[src/rtl/blkcopy_pkg.sv]
package blkcopy_pkg;
  localparam int ADDR_W = 16;
  localparam int CNT_W  = 8;
  localparam int DATA_W = 8;

  typedef logic [ADDR_W-1:0] addr_t;
  typedef logic [CNT_W-1:0]  cnt_t;
  typedef logic [DATA_W-1:0] data_t;

  // Pointer advance, modulo 2^ADDR_W
  function automatic addr_t ptr_advance(addr_t p);
    return p + addr_t'(1);
  endfunction

  // Count decrement, wraps 0 -> all ones
  function automatic cnt_t cnt_decrement(cnt_t c);
    return c - cnt_t'(1);
  endfunction

  // True when decrementing this value would borrow
  function automatic logic cnt_borrows(cnt_t c);
    return c == '0;
  endfunction
endpackage

[src/rtl/blkcopy_phase.sv]
module blkcopy_phase #(
  parameter int SLOT_STATES = 13,
  parameter int RD_PHASE    = 0,
  parameter int WR_PHASE    = 2
) (
  input  logic clk,
  input  logic rst_n,
  input  logic clear,
  input  logic run,
  output logic rd_slot,
  output logic latch_slot,
  output logic wr_slot,
  output logic end_slot
);
  localparam int PH_W        = $clog2(SLOT_STATES);
  localparam int LATCH_PHASE = RD_PHASE + 1;
  localparam int LAST_PHASE  = SLOT_STATES - 1;

  logic [PH_W-1:0] ph_q;

  always_ff @(posedge clk) begin
    if (!rst_n)
      ph_q <= '0;
    else if (clear)
      ph_q <= '0;
    else if (run)
      ph_q <= (ph_q == PH_W'(LAST_PHASE)) ? '0 : ph_q + PH_W'(1);
  end

  assign rd_slot    = run && (ph_q == PH_W'(RD_PHASE));
  assign latch_slot = run && (ph_q == PH_W'(LATCH_PHASE));
  assign wr_slot    = run && (ph_q == PH_W'(WR_PHASE));
  assign end_slot   = run && (ph_q == PH_W'(LAST_PHASE));
endmodule

[src/rtl/blkcopy_datapath.sv]
module blkcopy_datapath
  import blkcopy_pkg::*;
(
  input  logic  clk,
  input  logic  rst_n,
  input  logic  load,
  input  logic  step,
  input  logic  latch,
  input  addr_t src_in,
  input  addr_t dst_in,
  input  cnt_t  cnt_in,
  input  data_t rdata,
  output addr_t src_q,
  output addr_t dst_q,
  output cnt_t  cnt_q,
  output data_t data_q,
  output logic  last_byte
);
  always_ff @(posedge clk) begin
    if (!rst_n) begin
      src_q <= '0;
      dst_q <= '0;
      cnt_q <= '0;
    end else if (load) begin
      src_q <= src_in;
      dst_q <= dst_in;
      cnt_q <= cnt_in;
    end else if (step) begin
      src_q <= ptr_advance(src_q);
      dst_q <= ptr_advance(dst_q);
      cnt_q <= cnt_decrement(cnt_q);
    end
  end

  always_ff @(posedge clk) begin
    if (!rst_n)
      data_q <= '0;
    else if (latch)
      data_q <= rdata;
  end

  assign last_byte = cnt_borrows(cnt_q);
endmodule

[src/rtl/blkcopy_engine.sv]
module blkcopy_engine
  import blkcopy_pkg::*;
#(
  parameter int SLOT_STATES = 13,
  parameter int RD_PHASE    = 0,
  parameter int WR_PHASE    = 2
) (
  input  logic              clk,
  input  logic              rst_n,
  input  logic              start_i,
  input  logic [ADDR_W-1:0] src_i,
  input  logic [ADDR_W-1:0] dst_i,
  input  logic [CNT_W-1:0]  cnt_i,
  output logic [ADDR_W-1:0] mem_addr_o,
  output logic              mem_rd_o,
  output logic              mem_we_o,
  output logic [DATA_W-1:0] mem_wdata_o,
  input  logic [DATA_W-1:0] mem_rdata_i,
  output logic              busy_o,
  output logic              done_o,
  output logic [ADDR_W-1:0] src_o,
  output logic [ADDR_W-1:0] dst_o,
  output logic [CNT_W-1:0]  cnt_o
);
  logic  busy_q, done_q;
  logic  accept, finish;
  logic  rd_slot, latch_slot, wr_slot, slot_end, last_byte;
  addr_t src_q, dst_q;
  cnt_t  cnt_q;
  data_t data_q;

  assign accept = start_i && !busy_q;
  assign finish = slot_end && last_byte;

  always_ff @(posedge clk) begin
    if (!rst_n) begin
      busy_q <= 1'b0;
      done_q <= 1'b0;
    end else begin
      done_q <= 1'b0;
      if (accept)
        busy_q <= 1'b1;
      else if (finish) begin
        busy_q <= 1'b0;
        done_q <= 1'b1;
      end
    end
  end

  blkcopy_phase #(
    .SLOT_STATES(SLOT_STATES),
    .RD_PHASE   (RD_PHASE),
    .WR_PHASE   (WR_PHASE)
  ) u_phase (
    .clk       (clk),
    .rst_n     (rst_n),
    .clear     (accept),
    .run       (busy_q),
    .rd_slot   (rd_slot),
    .latch_slot(latch_slot),
    .wr_slot   (wr_slot),
    .end_slot  (slot_end)
  );

  blkcopy_datapath u_dp (
    .clk      (clk),
    .rst_n    (rst_n),
    .load     (accept),
    .step     (slot_end),
    .latch    (latch_slot),
    .src_in   (src_i),
    .dst_in   (dst_i),
    .cnt_in   (cnt_i),
    .rdata    (mem_rdata_i),
    .src_q    (src_q),
    .dst_q    (dst_q),
    .cnt_q    (cnt_q),
    .data_q   (data_q),
    .last_byte(last_byte)
  );

  assign mem_addr_o  = wr_slot ? dst_q : src_q;
  assign mem_rd_o    = rd_slot;
  assign mem_we_o    = wr_slot;
  assign mem_wdata_o = data_q;
  assign busy_o      = busy_q;
  assign done_o      = done_q;
  assign src_o       = src_q;
  assign dst_o       = dst_q;
  assign cnt_o       = cnt_q;
endmodule

[config.mk]
export PLATFORM = sky130hd
export DESIGN_NAME = blkcopy_engine
export DESIGN_NICKNAME = d
export VERILOG_FILES = /design/src/rtl/blkcopy_pkg.sv /design/src/rtl/blkcopy_phase.sv /design/src/rtl/blkcopy_datapath.sv /design/src/rtl/blkcopy_engine.sv
export SDC_FILE = /design/constraint.sdc
export NUM_CORES = 1
export LEC_CHECK = 0
export ABC_AREA = 1
export ABC_CLOCK_PERIOD_IN_PS = 1350
export BUFFER_PORTS_ARGS = -buffer_cell sky130_fd_sc_hd__buf_2
export CELL_PAD_IN_SITES_DETAIL_PLACEMENT = 0
export CELL_PAD_IN_SITES_GLOBAL_PLACEMENT = 1
export CORE_ASPECT_RATIO = 0.9
export CORE_UTILIZATION = 30
export CTS_CLUSTER_SIZE = 40
export DETAILED_ROUTE_END_ITERATION = 7
export GPL_TIMING_DRIVEN = 0
export PLACE_DENSITY_LB_ADDON = 0.1
export RECOVER_POWER = 50
export SYNTH_ARGS = -nofsm -noshare
export SYNTH_HDL_FRONTEND = slang
export SYNTH_SLANG_ARGS = --single-unit
[constraint.sdc]
create_clock -name clk -period 1.35 [get_ports clk]
set_input_delay 0.135 -clock clk [delete_from_list [all_inputs] [get_ports clk]]
set_output_delay 0.135 -clock clk [all_outputs]
set_load 0.01 [all_outputs]
Word-level counts from Yosys, hierarchy flattened
Index checks and enable logic that the tools add are counted.
Word-level totals
  bits in registers: 54
  input bits: 51
  output and inout bits: 68
  logic and storage cells: 38
Cells by class
  $add $sub $neg: 4
  eq/ne operators: 3
  mux-type cells: 11
  bitwise logic cells: 1
  reduce and logical (&&, ||, !) cells: 12
Operators with widths (number)
  two-way mux 16 bit: 5
  adder 16 x 1 -> 16 bit (second input constant): 2
  two-way mux 8 bit: 2
  zero test 8 bit: 1
  subtractor 8 x 1 -> 8 bit (second input constant): 1
  logical AND 1 bit: 6
  adder 4 x 1 -> 4 bit (second input constant): 1
  equality test 4 x 1 -> 1 bit (second input constant): 1
  equality test 4 x 2 -> 1 bit (second input constant): 1
  equality test 4 bit (second input constant): 1
  zero test 4 bit: 1
  two-way mux 4 bit: 1
  nonzero test 2 bit: 2
  two-way mux 1 bit: 3
  OR reduction 2 bit: 1
  zero test 1 bit: 1
  NOT 1 bit: 1

Depth between registers and ports, before layout
Gate-level depths: netlist of the first run.
  word-level depth: 5
  mapped depth: 11
  mapped depth without buffers: 10

Hierarchy
A second synthesis of the first run with hierarchy kept.
Unflattened totals
  cell total of the unflattened synthesis: 509
  area, all modules: 3355.7 um2
By module, submodules not included
  blkcopy_datapath: times used 1, cells each 406, area each 2756.4 um2
  blkcopy_engine: times used 1, cells each 62, area each 325.3 um2
  blkcopy_phase: times used 1, cells each 41, area each 274.0 um2

Worst setup path after synthesis of the first run
No wires, ideal clock.
  kind: register to register
  from: register u_phase.ph_q[0]
  to: register u_dp.src_q[7]
  setup time: 0.132 ns
  arrival: 1.316 ns
  slack: -0.098 ns
  cell stages (with the launch flop): 8
  cells stage by stage: dfxtp_1 inv_1 ha_1 nand4_1 clkbuf_1 o21ai_0 nand2_1 a21oi_1
On the way
  word-level cells in the longest chain between the ends: 3
RTL lines
  start: declaration: line blkcopy_phase.sv:19  | logic [PH_W-1:0] ph_q;
  start signal: assignment: line blkcopy_phase.sv:27  | ph_q <= (ph_q == PH_W'(LAST_PHASE)) ? '0 : ph_q + PH_W'(1);
  equality test 4 bit: line blkcopy_phase.sv:33  | assign end_slot = run && (ph_q == PH_W'(LAST_PHASE));
  logical AND 1 bit: line blkcopy_phase.sv:33
  nonzero test 2 bit (no line)
  end signal: assignment: line blkcopy_datapath.sv:25  | src_q <= src_in;
  end signal: assignment: line blkcopy_datapath.sv:29  | src_q <= ptr_advance(src_q);
  end: declaration: line blkcopy_datapath.sv:13  | output addr_t src_q,
No other way between the ends.
A chain may end at the register's enable or synchronous reset.

Final worst setup path of the first run
  from: register u_phase.ph_q[0]
  to: output mem_addr_o[10]
On the way
  word-level cells in the longest chain between the ends: 3
RTL lines
  equality test 4 x 2 -> 1 bit: line blkcopy_phase.sv:32  | assign wr_slot = run && (ph_q == PH_W'(WR_PHASE));
  logical AND 1 bit: line blkcopy_phase.sv:32
  two-way mux 16 bit: line blkcopy_engine.sv:82  | assign mem_addr_o = wr_slot ? dst_q : src_q;
  end: declaration: line blkcopy_engine.sv:14  | output logic [ADDR_W-1:0] mem_addr_o,
No other way between the ends.

==> run metrics, run 1 <==
final hold violations=0; WL final=14400 microns; Clk Latency, worst-skew pair=300 ps; setup_tns=-13270 ps; most common library cells after synthesis=nand2_1, inv_1, nor2_1, dfxtp_1, o21ai_0; clock sink total=54; max-slew violations=0; clock power share=34.1%; Worst Setup Slack, final=-296 ps; Switching Fraction=31.6%; CP endpoint kind=primary output; worst hold slack=84.7 ps; Pwr Density=755 nW/um^2; max-cap violations=0; layout cells sized above 1=37.1%; RSZ-0062 raised after global routing=true; CP startpoint kind=flop; Synth area leader=dfxtp_1; Antenna Nets Post-Route=0; vias in the first global route=4073; simple-gate share of the synthesized area=39.9%; FF-to-FF setup slack=-280 ps; Fill cells=1206; PortBufs=117; Top FF cell, synth=dfxtp_1; # IOs=119; DRT iter0 DRCs=214; die height=104 microns; EDFF count, synth=0; Worst-Margin Slew=697 ps; Total Nets Final=788; CP Class=flop to primary output; CTS Hold Bufs=0; post-layout util=49.0%; synthesized flop and latch total=54; chip width=115 microns; Net Sw Power=1.29 mW; Reg area=1100 sq um; crit path max fanout=6; initial antenna violation count=0; Avg WL per Cell=16.3 microns; first-pass GRT wire length=22000 microns; critical path arrival=1510 ps; largest family of logic cells by synthesized area=simple AND/OR/NAND/NOR gates; Site Rows=36; status=finished with violations; post-synth cell types=28; footprint of the multi-input gates=2450 sq um; logic gate share of total power=22.1%; CTS HTree Levels=2; DRT Pass-1 Iters=5; root buffer cell=clkbuf_16; Post-synth ARST share=0%; CTS tree=yes; Num CTS Buffers=5; sequential share of power=43.8%; area of the core=11000 sq um; mux contribution to synthesized area=0%; Peak supply drop=0.000449 V; top-count cell post-synth=nand2_1; Mean Syn Cell Area=5.99 sq um; synthesized cell area=3440 sq um; Area contributors post-synth=dfxtp_1, nand2_1, o21ai_0; gate count of the mapped netlist=574; GR Util All Layers=24.5%; worst clock skew=5.72 ps; DRC violations left=0; area share of fa/ha/maj cells after synthesis=2.91%; Routability Congestion=0.828; Synth Area in Compound Gates=14.9%; top-area cell type share of the netlist area=31.5%; Min Clock Period, post-route=1650 ps; Synth-to-Final Area Change=56.7%; die area=11900 sq um; cell area after placement=4250 sq um; post-DP HPWL=9880 microns; DR vias/cell=4.92; Initial Utilization=31.3%; design area=5380 sq um; Post-Synth XOR/XNOR Area=0.510%; DR vias=4342; leak pwr=2.32 nW; Achievable Freq=0.608 GHz; max_slew headroom=53.5%; Longest Clk Path Bufs=2; failing checks=setup timing; ant diodes=0; Syn. warnings=0; Setup Viol. Count Final=71; clk slew on worst S/H paths=70 ps; Final period util=122%; largest net degree at the start of global routing=16; post-synth net total=633; register area share after synthesis=31.5%; worst hold path class=primary input to flop; Worst Path Required=1220 ps; Pint=2.78 mW; gr ovfl total=0
-- cell usage in the layout, fill, tap and decap left out, drive strengths merged --
| master | netlist | routed |
|---|---|---|
| nand2 | 198 | 198 |
| buf | 10 | 142 |
| nor2 | 66 | 66 |
| inv | 63 | 62 |
| dfxtp | 54 | 54 |
| o21ai | 48 | 48 |
| nand3 | 44 | 44 |
| clkbuf | 13 | 36 |
| a21oi | 28 | 28 |
| nand4 | 13 | 13 |
| a31oi | 11 | 11 |
| ha | 8 | 8 |
| nor3 | 5 | 5 |
| nand3b | 4 | 4 |
| a211oi | 3 | 3 |
| o211ai | 2 | 2 |
| xor2 | 2 | 2 |
| clkinvlp | 0 | 1 |
| o21bai | 1 | 1 |
| o21a | 1 | 1 |
| clkinv | 0 | 1 |
-- per-layer routing --
metal  part of all wire (%)  global-route usage (%)
met1                     48                    34.6
met2                     46                    39.6
met3                    5.5                    3.39
met4                   0.72                    4.55
met5                      0                       0
-- power groups by stage --
stage / registers, mW / logic, mW / clock network [mW]
finish: 1.78 / 0.898 / 1.39
CTS: 1.78 / 0.861 / 1.41
detailed placement: 1.81 / 0.714 / 0
floorplan: 1.82 / 0.386 / 0
global route: 1.79 / 0.992 / 1.47
global placement: 1.81 / 0.710 / 0
-- registers in the layout (all words and copies together), names as in the netlist --
signal        cells
busy_o            1
done_o            1
u_dp.cnt_q        8
u_dp.data_q       8
u_dp.dst_q       16
u_dp.src_q       16
u_phase.ph_q      4
-- cell type report --
class	instances	area share (%)
Buffer	22	5.02
Clock buffer	7	2.65
Clock inverter	1	0.0930
Inverter	63	4.65
Multi-Input combinational cell	434	45.6
Sequential cell	54	20.5
Tap cell	152	3.53
Timing Repair Buffer	149	18.0
-- kinds of logic after synthesis --
family,count (synthesis)
AND/OR/NAND/NOR,330
AO/OA/AOI/OAI,94
XOR/XNOR,2
adder cells (fa/ha/maj),8
buffers and inverters,86
flip-flops,54
-- per-stage QoR --
step | instances | total power, mW | setup slack, ps
final | 882 | 4.07 | -296
after global routing | 882 | 4.25 | -349
after CTS | 880 | 4.05 | -298
after detailed placement | 843 | 2.53 | -448
after global placement | 843 | 2.52 | -453
after floorplan | 574 | 2.20 | 0.310
-- worst max-delay path, cell delays in order (launching register included) --
cell	delay, ps
dfxtp_4	360
inv_4	60
ha_4	130
nand3_4	130
clkbuf_16	210
o21ai_4	150
buf_2	150
-- repair_timing --
action / in CTS / in global routing
setup endpoints to repair: 70 / 71
hold endpoints to repair: 0 / 0
pin swaps: 29 / 20
gates resized for setup: 190 / 42
gates cloned: 8 / 0
buffers inserted: 21 / 3
-- path summary, 6_finish.rpt --
kind | startpoint | end | depth (start not counted)
max | u_phase.ph_q[0] | mem_addr_o[10] | 6
min | start_i | busy_o | 3
max reg2reg | u_phase.ph_q[0] | u_dp.dst_q[7] | 12
min reg2reg | u_dp.data_q[0] | u_dp.data_q[0] | 2
Power figures use the tool's default switching activity.
==> inputs of run 2 (changes only) <==
CAP_MARGIN = 40   (was unset)
CELL_PAD_IN_SITES_DETAIL_PLACEMENT = 1   (was 0)
CTS_CLUSTER_DIAMETER = 40   (was unset)
==> run 2 against run 1 <==
Compared with the run above:
- critical path depth fell by 1
- design area is 1.3% higher
- the run still ends with setup timing left
- critical endpoint is now mem_addr_o[14]
- global-route usage increased by 1.9 points
==> run metrics, run 2 (same netlist as run 1, synthesis figures left out) <==
status=finished with violations (unchanged); failing checks=setup timing (unchanged); largest net degree at the start of global routing=15 (was 16); CP Class=flop to primary output (unchanged); root buffer cell=clkbuf_16 (unchanged); WL final=16000 microns (was 14400 microns); Antenna Nets Post-Route=0 (unchanged); leak pwr=2.37 nW (was 2.32 nW); Placed Instances=843 (unchanged); vias in the first global route=4468 (was 4073); post-DP HPWL=10700 microns (was 9880 microns); critical path arrival=1520 ps (was 1510 ps); CP cell instances=nor2_4 > nand3_4 > clkbuf_16 > o21ai_4 > buf_2 (was inv_4 > ha_4 > nand3_4 > clkbuf_16 > o21ai_4 > buf_2); PortBufs=117 (unchanged); post-layout util=49.6% (was 49.0%); Power Total=4.09 mW (was 4.07 mW); Peak supply drop=0.000691 V (was 0.000449 V); Synth-to-Final Area Change=58.8% (was 56.7%); FF-to-FF setup slack=-290 ps (was -280 ps); Setup Viol. Count Final=63 (was 71); worst clock skew=12.1 ps (was 5.72 ps); Buf+Inv Stages, Crit Path=2 (was 3); DRC violations left=0 (unchanged); Achievable Freq=0.604 GHz (was 0.608 GHz); DRT iter0 DRCs=173 (was 214); first-pass GRT wire length=24100 microns (was 22000 microns); area of the core=11000 sq um (unchanged); Pwr Density=750 nW/um^2 (was 755 nW/um^2); Clk Latency, worst-skew pair=310 ps (was 300 ps); Routability Congestion=0.828 (unchanged); layout cells sized above 1=40.2% (was 37.1%); leading cell types in the layout, fill and taps excluded=nand2_1, buf_2, inv_1 (unchanged); # IOs=119 (unchanged); GR Util All Layers=26.4% (was 24.5%); Worst Setup Slack, final=-306 ps (was -296 ps); Total Nets Final=789 (was 788); footprint of the multi-input gates=2510 sq um (was 2450 sq um); Fill cells=1497 (was 1206); Worst-Margin Slew=666 ps (was 697 ps); max-cap violations=0 (unchanged); CP startpoint kind=flop (unchanged); clock sink total=54 (unchanged); max incr delay on CP=380 ps (was 360 ps); DR vias/cell=5.05 (was 4.92); Reg area=1130 sq um (was 1100 sq um); die area=11900 sq um (unchanged); delay-heaviest family, CP=flip-flops (was buffers and inverters); max_slew headroom=55.6% (was 53.5%); Num CTS Buffers=5 (unchanged); ant diodes=0 (unchanged); initial antenna violation count=0 (unchanged); DRT Pass-1 Iters=4 (was 5); crit path max fanout=6 (unchanged); Site Rows=36 (unchanged); CP endpoint kind=primary output (unchanged); Final period util=123% (was 122%); die height=104 microns (unchanged); Slowest cell on crit path=dfxtp_4 (unchanged); Largest regs=u_dp.dst_q (16), u_dp.src_q (16) (unchanged); CTS Hold Bufs=0 (unchanged); Worst Path Required=1220 ps (about the same); Longest Clk Path Bufs=2 (unchanged); Initial Utilization=31.3% (unchanged); gr ovfl total=0 (unchanged); CTS tree=yes (unchanged); chip width=115 microns (unchanged); Avg WL per Cell=18.2 microns (was 16.3 microns); CTS HTree Levels=2 (unchanged); final hold violations=0 (unchanged); RSZ-0062 raised after global routing=true (unchanged); max-slew violations=0 (unchanged); setup_tns=-12980 ps (was -13270 ps); Finished Layout Cells=881 (was 882); worst hold path class=primary input to flop (unchanged); most common cell after layout, fill and taps aside=nand2_1 (unchanged); Min Clock Period, post-route=1660 ps (was 1650 ps); DR vias=4447 (was 4342); clk slew on worst S/H paths=70 ps (about the same)
==> run 2: metal layers <==
layer / vias to the layer above / wire, microns / GRT usage, %
li1: 2160 / - / -
met1: 2140 / 7080 / 34.6
met2: 130 / 7820 / 46.0
met3: 17 / 932 / 3.63
met4: 0 / 197 / 4.82
met5: - / 0 / 0
==> run 2: final timing paths <==
kind | from | to | cells past startpoint
worst min register to register | u_dp.data_q[0] | u_dp.data_q[0] | 2
worst min-delay path | src_i[8] | u_dp.src_q[8] | 3
worst max-delay path | u_phase.ph_q[3] | mem_addr_o[14] | 5
worst max register to register | u_phase.ph_q[0] | u_dp.src_q[0] | 10
==> run 2: report_power, final <==
| group | internal (mW) | leakage (nW) | switching, mW |
|---|---|---|---|
| Sequential | 1.66 | 0.451 | 0.121 |
| Clock | 0.723 | 0.0688 | 0.662 |
| Combinational | 0.380 | 1.85 | 0.545 |
==> run 2: worst min-delay path, delay by kind of cell <==
family | cells | cell delay (ps)
buffers and inverters | 1 | 90
and+or+nand+nor | 1 | 70
AOI/OAI and AO/OA | 1 | 50
==> run 2: what timing repair did <==
| item | CTS | global route |
|---|---|---|
| setup buffers | 19 | 9 |
| pin swaps | 16 | 43 |
| gates resized for setup | 147 | 109 |
| endpoints found under the setup margin | 70 | 71 |
| gates cloned | 8 | 1 |
==> run 2: through the flow <==
stage	instance area, sq um	setup WS [ps]	hold WS, ps
floorplan	3470	0.310	268
global placement	4250	-453	375
detailed placement	4250	-472	380
CTS	5150	-267	71.5
global route	5460	-354	94.9
finish	5460	-306	78.2
==> run 2: layout make-up <==
cell class	instances	area share, %
multi-input cells	434	46.1
flip-flops and latches	54	20.6
well taps	152	3.49
plain buffers	21	4.40
repair buffers	151	18.4
clock buffers	6	2.55
inverters	63	4.49
==> inputs of run 3 (changes only) <==
CORE_MARGIN = 5   (was unset)
==> run 3 against run 2 <==
Compared with the run above:
- the flow still finishes with violations (setup timing)
- clock skew decreased by 6.6 ps
- first-iteration DRC count up 20%
- largest cell class unchanged
- clock-buffer cell count increased by 1
- utilization down 1.8 points
- wire length rose by 0.54%
- global-route usage is 3.2 points lower
- maximum frequency barely moved
==> run metrics, run 3 (same netlist as run 1, synthesis figures left out) <==
max-cap violations=0 (unchanged); Buf+Inv Stages, Crit Path=3 (was 2); GR Util All Layers=23.2% (was 26.4%); CP startpoint kind=flop (unchanged); Antenna Nets Post-Route=0 (unchanged); max_slew headroom=57.2% (was 55.6%); vias in the first global route=4625 (was 4468); worst hold path class=primary input to flop (unchanged); Worst Path Required=1220 ps (about the same); delay-heaviest family, CP=buffers and inverters (was flip-flops); root buffer cell=clkbuf_16 (unchanged); post-layout util=47.8% (was 49.6%); hold-critical path depth=3 (unchanged); critical path arrival=1520 ps (about the same); Avg WL per Cell=18.2 microns (about the same); status=finished with violations (unchanged); Slowest cell on crit path=dfxtp_4 (unchanged); Final period util=123% (about the same); Pwr Density=755 nW/um^2 (was 750 nW/um^2); design area=5430 sq um (was 5460 sq um); Pint=2.79 mW (was 2.77 mW); Initial Utilization=30.3% (was 31.3%); gr ovfl total=0 (unchanged); Clk Latency, worst-skew pair=300 ps (was 310 ps); most common cell after layout, fill and taps aside=nand2_1 (unchanged); Net Sw Power=1.31 mW (was 1.33 mW); Total Nets Final=788 (was 789); Largest regs=u_dp.dst_q (16), u_dp.src_q (16) (unchanged); clock sink total=54 (unchanged); CTS Hold Bufs=0 (unchanged); post-DP HPWL=11100 microns (was 10700 microns); ant diodes=0 (unchanged); DRT iter0 DRCs=208 (was 173); max-slew violations=0 (unchanged); RSZ-0062 raised after global routing=true (unchanged); die height=112 microns (was 104 microns); Worst-Margin Slew=643 ps (was 666 ps); Achievable Freq=0.604 GHz (about the same); CTS tree=yes (unchanged); worst clock skew=5.57 ps (was 12.1 ps); logic gate share of total power=22.6% (about the same); leak pwr=2.32 nW (was 2.37 nW); CP endpoint kind=primary output (unchanged); clk slew on worst S/H paths=80 ps (was 70 ps); final hold violations=0 (unchanged); CTS HTree Levels=2 (unchanged); die area=13700 sq um (was 11900 sq um); Switching Fraction=31.9% (was 32.4%); worst hold slack=83.4 ps (was 78.2 ps); # IOs=119 (unchanged); Longest Clk Path Bufs=2 (unchanged); chip width=123 microns (was 115 microns); area of the core=11300 sq um (was 11000 sq um); first-pass GRT wire length=24900 microns (was 24100 microns); sequential share of power=43.5% (was 43.6%); Worst Setup Slack, final=-307 ps (was -306 ps); reg2reg path depth=10 (unchanged); CP cell instances=inv_4 > ha_4 > nand3_4 > clkbuf_16 > o21ai_4 > buf_6 (was nor2_4 > nand3_4 > clkbuf_16 > o21ai_4 > buf_2); largest net degree at the start of global routing=16 (was 15); DR vias=4446 (was 4447); critical path depth=6 (was 5); initial antenna violation count=0 (unchanged); DRC violations left=0 (unchanged); Synth-to-Final Area Change=57.9% (was 58.8%); Peak supply drop=0.000439 V (was 0.000691 V); Site Rows=37 (was 36); clock power share=33.9% (was 33.8%); Setup Viol. Count Final=70 (was 63); Min Clock Period, post-route=1660 ps (about the same); CP Class=flop to primary output (unchanged); Routability Congestion=0.876 (was 0.828); WL final=16100 microns (was 16000 microns); PortBufs=117 (unchanged); Num CTS Buffers=5 (unchanged); layout cells sized above 1=37.0% (was 40.2%); crit path max fanout=6 (unchanged); DR vias/cell=5.02 (was 5.05); leading cell types in the layout, fill and taps excluded=nand2_1, buf_2, inv_1 (unchanged); cell area after placement=4250 sq um (about the same); max incr delay on CP=350 ps (was 380 ps); DRT Pass-1 Iters=4 (unchanged); failing checks=setup timing (unchanged)
==> run 3: cell types whose count changed in the layout (fill, tap and decap cells not counted), sizes merged <==
cell    change
buf         -8
clkbuf      +7
bufbuf      +1
clkinv      +1
==> run 3: worst paths after layout <==
kind	start	endpoint	slack [ps]
hold reg to reg	u_dp.data_q[2]	u_dp.data_q[2]	450
setup / recovery	u_phase.ph_q[0]	mem_addr_o[10]	-310
setup reg to reg	u_phase.ph_q[0]	u_dp.src_q[4]	-290
hold / removal	start_i	busy_o	80
==> run 3: metal layers <==
layer | wire [microns] | part of all wire, % | vias up | track usage (%)
met3 | 984 | 6.1 | 24 | 3.76
met2 | 7670 | 48 | 125 | 39.0
met4 | 357 | 2.2 | 0 | 5.90
li1 | - | - | 2160 | -
met5 | 0 | 0 | - | 0
met1 | 7100 | 44 | 2137 | 30.8
==> run 3: timing repair <==
| action | 4_1_cts | 5_1_grt |
|---|---|---|
| setup buffers | 19 | 3 |
| pin swaps | 21 | 9 |
| resized for setup | 189 | 42 |
| gates cloned | 8 | 1 |
| setup endpoints to repair | 70 | 71 |
==> run 3: power groups by stage <==
stage               combinational [mW]  sequential (mW)  clock, mW
floorplan                        0.386             1.82          0
global placement                 0.717             1.81          0
detailed placement               0.732             1.82          0
CTS                              0.889             1.78       1.42
global route                      1.01             1.80       1.48
finish                           0.928             1.78       1.39
==> run 3: per-stage QoR <==
stage	TNS [ps]	total power [mW]	cells	setup WS [ps]
2_1_floorplan	0	2.20	574	0.310
3_3_place_gp	-16010	2.53	847	-448
3_5_place_dp	-18660	2.55	847	-512
4_1_cts	-10790	4.08	882	-262
5_1_grt	-18050	4.29	886	-359
6_report	-13100	4.10	886	-307
==> run 3: layout make-up <==
| type | count | area [sq um] |
|---|---|---|
| Timing Repair Buffer | 148 | 1000 |
| Multi-Input combinational cell | 434 | 2460 |
| Sequential cell | 54 | 1100 |
| Tap cell | 156 | 195 |
| Clock inverter | 1 | 5.00 |
| Buffer | 23 | 272 |
| Fill cell | 1500 | 5920 |
| Clock buffer | 7 | 143 |
| Inverter | 63 | 253 |
==> run 3: tightest hold or removal path: cells and delay by family <==
kind | cells | cell delay (ps)
buffers and inverters | 2 | 140
AOI/OAI and AO/OA | 1 | 80
